### src/rtl/intc_pkg.sv
package intc_pkg;

    // Word addresses of the register port.
    typedef enum logic [2:0] {
        A_SRCPND  = 3'd0,
        A_MODE    = 3'd1,
        A_MASK    = 3'd2,
        A_INTPND  = 3'd3,
        A_OFFSET  = 3'd4,
        A_SUBPND  = 3'd5,
        A_SUBMASK = 3'd6
    } reg_sel_e;

endpackage

### src/rtl/intc_pick.sv
// Lowest-index-wins one-hot selector.
module intc_pick #(
    parameter int N = 32
) (
    input  logic [N-1:0] req,
    output logic [N-1:0] onehot
);
    always_comb begin
        onehot = '0;
        for (int i = N - 1; i >= 0; i--) begin
            if (req[i]) onehot = N'(1) << i;
        end
    end
endmodule

### src/rtl/intc_sublayer.sv
// Sub-source pending/mask layer and parent fan-in.
module intc_sublayer #(
    parameter int NUM_SRC = 32,
    parameter int NUM_SUB = 13,
    parameter int unsigned SUB_PARENT [NUM_SUB] = '{28, 28, 28, 23, 23, 23, 15, 15, 15, 31, 31, 6, 6}
) (
    input  logic               clk,
    input  logic               rst_n,
    input  logic [NUM_SUB-1:0] sub_in,
    input  logic [NUM_SUB-1:0] clr,
    input  logic               mask_we,
    input  logic [NUM_SUB-1:0] mask_wdata,
    output logic [NUM_SUB-1:0] subpnd,
    output logic [NUM_SUB-1:0] submask,
    output logic [NUM_SRC-1:0] parent_req
);
    typedef struct packed {
        logic [NUM_SUB-1:0] pnd;
        logic [NUM_SUB-1:0] msk;
    } sub_state_t;

    sub_state_t s_d, s_q;
    logic [NUM_SUB-1:0] live;

    always_comb begin
        s_d     = s_q;
        s_d.pnd = (s_q.pnd & ~clr) | sub_in;
        if (mask_we) s_d.msk = mask_wdata;
    end

    always_ff @(posedge clk) begin
        if (!rst_n) begin
            s_q.pnd <= '0;
            s_q.msk <= '1;
        end else begin
            s_q <= s_d;
        end
    end

    assign live    = s_q.pnd & ~s_q.msk;
    assign subpnd  = s_q.pnd;
    assign submask = s_q.msk;

    generate
        for (genvar p = 0; p < NUM_SRC; p++) begin : g_parent
            logic hit;
            always_comb begin
                hit = 1'b0;
                for (int s = 0; s < NUM_SUB; s++) begin
                    if (SUB_PARENT[s] == 32'(p) && live[s]) hit = 1'b1;
                end
            end
            assign parent_req[p] = hit;
        end
    endgenerate

    AST_SUB_W1C: assert property (@(posedge clk) disable iff (!rst_n)
        ((clr & ~sub_in) != '0) |=> ((s_q.pnd & $past(clr & ~sub_in)) == '0));

    AST_SUB_MASK_BLOCKS: assert property (@(posedge clk) disable iff (!rst_n)
        ((s_q.pnd & ~s_q.msk) == '0) |-> (parent_req == '0));
endmodule

### src/rtl/intc_two_level.sv
module intc_two_level
    import intc_pkg::*;
#(
    parameter int NUM_SRC = 32,
    parameter int NUM_SUB = 13,
    parameter int DW      = 32,
    parameter int unsigned SUB_PARENT [NUM_SUB] = '{28, 28, 28, 23, 23, 23, 15, 15, 15, 31, 31, 6, 6}
) (
    input  logic               clk,
    input  logic               rst_n,
    input  logic [NUM_SRC-1:0] src_in,
    input  logic [NUM_SUB-1:0] sub_in,
    input  logic               wr_en,
    input  logic               rd_en,
    input  logic [2:0]         addr,
    input  logic [DW-1:0]      wdata,
    output logic [DW-1:0]      rdata,
    output logic               irq,
    output logic               fiq
);
    localparam int IDX_W = (NUM_SRC > 1) ? $clog2(NUM_SRC) : 1;

    typedef struct packed {
        logic [NUM_SRC-1:0] srcpnd;
        logic [NUM_SRC-1:0] mode;
        logic [NUM_SRC-1:0] mask;
        logic [NUM_SRC-1:0] intpnd;
        logic [IDX_W-1:0]   offset;
        logic [DW-1:0]      rdata;
    } top_state_t;

    top_state_t s_d, s_q;

    logic [NUM_SRC-1:0] clr_src, clr_int, cand, winner, parent_req;
    logic [NUM_SUB-1:0] clr_sub, subpnd, submask;
    logic               submask_we;

    assign clr_src    = (wr_en && addr == A_SRCPND) ? wdata[NUM_SRC-1:0] : '0;
    assign clr_int    = (wr_en && addr == A_INTPND) ? wdata[NUM_SRC-1:0] : '0;
    assign clr_sub    = (wr_en && addr == A_SUBPND) ? wdata[NUM_SUB-1:0] : '0;
    assign submask_we = wr_en && addr == A_SUBMASK;

    intc_sublayer #(
        .NUM_SRC    (NUM_SRC),
        .NUM_SUB    (NUM_SUB),
        .SUB_PARENT (SUB_PARENT)
    ) u_sub (
        .clk        (clk),
        .rst_n      (rst_n),
        .sub_in     (sub_in),
        .clr        (clr_sub),
        .mask_we    (submask_we),
        .mask_wdata (wdata[NUM_SUB-1:0]),
        .subpnd     (subpnd),
        .submask    (submask),
        .parent_req (parent_req)
    );

    assign cand = s_q.srcpnd & ~s_q.mask & ~s_q.mode;

    intc_pick #(.N(NUM_SRC)) u_pick (
        .req    (cand),
        .onehot (winner)
    );

    always_comb begin
        s_d        = s_q;
        s_d.srcpnd = (s_q.srcpnd & ~clr_src) | src_in | parent_req;
        if (wr_en && addr == A_MODE) s_d.mode = wdata[NUM_SRC-1:0];
        if (wr_en && addr == A_MASK) s_d.mask = wdata[NUM_SRC-1:0];
        if (s_q.intpnd == '0) s_d.intpnd = winner;
        else                  s_d.intpnd = s_q.intpnd & ~clr_int;
        s_d.offset = '0;
        for (int i = 0; i < NUM_SRC; i++) begin
            if (s_d.intpnd[i]) s_d.offset = IDX_W'(i);
        end
        if (rd_en) begin
            case (addr)
                A_SRCPND:  s_d.rdata = DW'(s_q.srcpnd);
                A_MODE:    s_d.rdata = DW'(s_q.mode);
                A_MASK:    s_d.rdata = DW'(s_q.mask);
                A_INTPND:  s_d.rdata = DW'(s_q.intpnd);
                A_OFFSET:  s_d.rdata = DW'(s_q.offset);
                A_SUBPND:  s_d.rdata = DW'(subpnd);
                A_SUBMASK: s_d.rdata = DW'(submask);
                default:   s_d.rdata = '0;
            endcase
        end
    end

    always_ff @(posedge clk) begin
        if (!rst_n) begin
            s_q.srcpnd <= '0;
            s_q.mode   <= '0;
            s_q.mask   <= '1;
            s_q.intpnd <= '0;
            s_q.offset <= '0;
            s_q.rdata  <= '0;
        end else begin
            s_q <= s_d;
        end
    end

    assign rdata = s_q.rdata;
    assign irq   = |s_q.intpnd;
    assign fiq   = |(s_q.srcpnd & ~s_q.mask & s_q.mode);

    AST_INTPND_ONEHOT: assert property (@(posedge clk) disable iff (!rst_n)
        $onehot0(s_q.intpnd));

    AST_INTPND_HELD: assert property (@(posedge clk) disable iff (!rst_n)
        (s_q.intpnd != '0 && !(wr_en && addr == A_INTPND)) |=> $stable(s_q.intpnd));

    AST_FAST_NOT_LATCHED: assert property (@(posedge clk) disable iff (!rst_n)
        (s_q.intpnd == '0) |=> ((s_q.intpnd & $past(s_q.mode)) == '0));

    AST_MASKED_NOT_LATCHED: assert property (@(posedge clk) disable iff (!rst_n)
        (s_q.intpnd == '0) |=> ((s_q.intpnd & $past(s_q.mask)) == '0));

    AST_CAND_RAISES_IRQ: assert property (@(posedge clk) disable iff (!rst_n)
        (s_q.intpnd == '0 && cand != '0) |=> irq);

    AST_OFFSET_MATCH: assert property (@(posedge clk) disable iff (!rst_n)
        (s_q.intpnd != '0) |-> s_q.intpnd[s_q.offset]);
endmodule

### config.mk
export PLATFORM = sky130hd
export DESIGN_NAME = intc_two_level
export DESIGN_NICKNAME = d
export VERILOG_FILES = /design/src/rtl/intc_pkg.sv /design/src/rtl/intc_pick.sv /design/src/rtl/intc_sublayer.sv /design/src/rtl/intc_two_level.sv
export SDC_FILE = /design/constraint.sdc
export NUM_CORES = 1
export LEC_CHECK = 0
export BUFFER_PORTS_ARGS = -buffer_cell sky130_fd_sc_hd__buf_2
export CORE_UTILIZATION = 50
export DETAILED_ROUTE_END_ITERATION = 10
export PLACE_DENSITY = 0.7
export SETUP_SLACK_MARGIN = 0.1
export SYNTH_ARGS = -nofsm -noshare
export SYNTH_HDL_FRONTEND = slang
export SYNTH_HIERARCHICAL = 1
export SYNTH_SLANG_ARGS = --single-unit
### constraint.sdc
create_clock -name clk -period 2.95 [get_ports clk]
set_input_delay 0.4425 -clock clk [delete_from_list [all_inputs] [get_ports clk]]
set_output_delay 0.4425 -clock clk [all_outputs]
set_load 0.02 [all_outputs]
==> reports/qor.txt <==
Status: complete, no violations
Row count: 52
Core ar.: 0.02030 sq mm
Met1 Track Usage GR: 39.80%
Final WL: 31.81 mm
Via count: 9581
Routability Congestion: 0.9323
Starting Density: 51.15%
Die Wd: 146.1 um
Total GRT Usage: 29.84%
Met3 usage: 6.531%
Synth top area share: 36.82%
Ys Warns: 6
Setup TNS: 0 ns
Vias in the first global route: 8978
Num ports: 118
Crit path launch type: flop
Routed Antenna Nets: 0
Final hold vios: 0
WP data required: 3.32 ns
Worst Skew: 0.009621 ns
Commonest cells post-synth: nand2_1 (208), dfxtp_1 (191), a21boi_0 (90)
Worst R2R Path Depth: 10
Clk buf depth: 2
Overall power: 6.057 mW
Ys async rst share: 0%
WL/cell: 19.57 um
Root buffer cell: clkbuf_16
Hold depth: 2
Initial DRC count: 1004
Placed wire-length estimate: 22.56 mm
Clock Sinks: 191
Clock slew at reported path FFs: 0.07 ns
PD cells: 515.0 mW/mm^2
Die height: 146.1 um
Most used routing layer: met2
Avg Cell Area, Syn: 8.215 sq um
Leakage: 4.634 nW
Worst reg-to-reg setup slack: 0.16 ns
Slew @ Worst Pin: 0.6920 ns
Final setup vio count: 0
Initial antenna violation count: 1
CP Class: flop to flop
Cells after Synth: 1264
FF-to-FF Start: s_q[137]
NumNets Final: 1426
Drt via density: 5.896
Drt first pass iters: 6
Top area cells in the synthesized netlist: dfxtp_1 (37%), nand2_1 (7.5%), a21boi_0 (6.5%), buf_4 (5.0%), nor2b_1 (4.0%)
Post-synth EDFFs: 0
Clock Latency Late Sink: 0.43 ns
Fmax: 0.3583 GHz
Hold crit path type: input pin to flop
Critical R2R Capture: s_q[32]
Design area: 0.01176 sq mm
CTS tree: yes
CTS Hold Bufs: 0
Full die area: 0.02135 sq mm
Grt met2 use: 48.09%
Critical path arrival: 3.16 ns
Hold endpoint: u_sub/subpnd[10]
Max Slew Vio Count: 0
RSZ-0062 raised after global routing: yes
Hold path startpoint: sub_in[10]
# H-tree levels: 4
Largest net degree at the start of global routing: 90
DP Area: 0.01104 sq mm
Synth Flop Type: dfxtp_1
Gr ovfl total: 0
Netlist cell types: 63
Share of layout cells above drive strength 1: 18.54%
CTS buffer count: 17
Synth-to-layout area growth: 13.27%
Most common cell in the netlist: nand2_1
Netlist Area Pre-Place: 0.01038 sq mm
CP Capture Type: flop
Hold WS: 0.2113 ns
Max-slew headroom: 53.76%
Tcrit/Tclk final: 94.62%
Max-Cap Viols: 0
Residual DRC count: 0
Dominant cell type by area after synthesis: dfxtp_1
Post-synthesis sequential area ratio: 36.82%
Utilization after layout: 57.94%
First-pass GRT wire length: 49.78 mm
Synth Register Bits: 191
Period minus WS final: 2.791 ns
Worst Path Max Fanout: 6
IO Port Bufs: 117
VDD IR-drop max: 0.0005052 V
routing by layer:
metal,vias to the layer above,routed length (um)
met5,-,0
met4,0,735
met3,40,2133
met2,352,14730
met1,4595,14200
li1,4594,-
through the flow:
| step | setup slack, ns | std cells |
|---|---|---|
| 6_report | 0.1587 | 1625 |
| 2_1_floorplan | 0.2654 | 1290 |
| 5_1_grt | 0.05635 | 1624 |
| 4_1_cts | 0.1153 | 1617 |
| 3_3_place_gp | 0.1194 | 1586 |
| 3_5_place_dp | 0.02840 | 1586 |
layout make-up:
| cell class | count | area [sq um] |
|---|---|---|
| clock inverter | 9 | 86.33 |
| fill | 1942 | 8538 |
| tap | 270 | 337.8 |
| clock buffer | 22 | 464.2 |
| antenna | 1 | 2.502 |
| timing repair buffer | 174 | 1082 |
| multi-input combinational | 937 | 5872 |
| sequential | 191 | 3837 |
| inverter | 21 | 78.83 |
repair_timing:
item,in CTS,in global routing
pin swaps,0,9
hold endpoints to repair,0,0
setup endpoints to repair,1,6
gates cloned,0,0
resized for setup,3,30
buffers inserted,0,7
kinds of logic after synthesis:
family	share of synthesized area (%)
AND/OR/NAND/NOR	27.65
AO/OA/AOI/OAI	24.38
flip-flops	36.82
buffers and inverters	8.724
multiplexers	2.386
other	0.03611
worst max-delay path by stage:
stage               startpoint  cells after the start      end  slack, ns
floorplan             s_q[133]                      9  s_q[32]       0.27
global placement      s_q[134]                      9  s_q[32]       0.12
detailed placement    s_q[134]                      9  s_q[32]       0.03
CTS                   s_q[136]                     11  s_q[32]       0.12
global route          s_q[103]                     10  s_q[32]       0.06
finish                s_q[137]                     10  s_q[32]       0.16
where the power goes:
part | internal, mW | switching [mW]
logic | 0.418 | 0.598
registers | 2.70 | 0.106
clock network | 1.21 | 1.03
worst max-delay path, cell delays in order (launching register included):
cell and delay, ns:
dfxtp_2 0.33, nor3b_4 0.16, or3_4 0.38, and2b_2 0.26
and4b_2 0.32, nor2_2 0.04, o21ai_1 0.15, o22ai_2 0.10
or4_4 0.52, a221o_1 0.33, a21oi_1 0.12
layout by cell type (no fill, tap or decap), types with 16 or more instances in the layout:
cell type,count
a21boi_0,90
a21oi_1,47
a22oi_1,55
and2_1,33
buf_2,116
buf_4,52
clkbuf_16,17
conb_1,27
dfxtp_1,180
inv_1,21
mux2i_1,18
nand2_1,208
nand3_1,45
nand3b_1,33
nor2_1,31
nor2b_1,65
nor3_1,20
nor3b_1,27
nor4_1,16
o21a_1,38
o21ai_0,23
o31a_1,32
registers in the layout, indices dropped and copies added, names as in the netlist:
name and cells:
s_q 133, u_sub/subpnd 13, u_sub/submask 13, rdata 32
No activity file was read; power rests on OpenSTA's default activity.
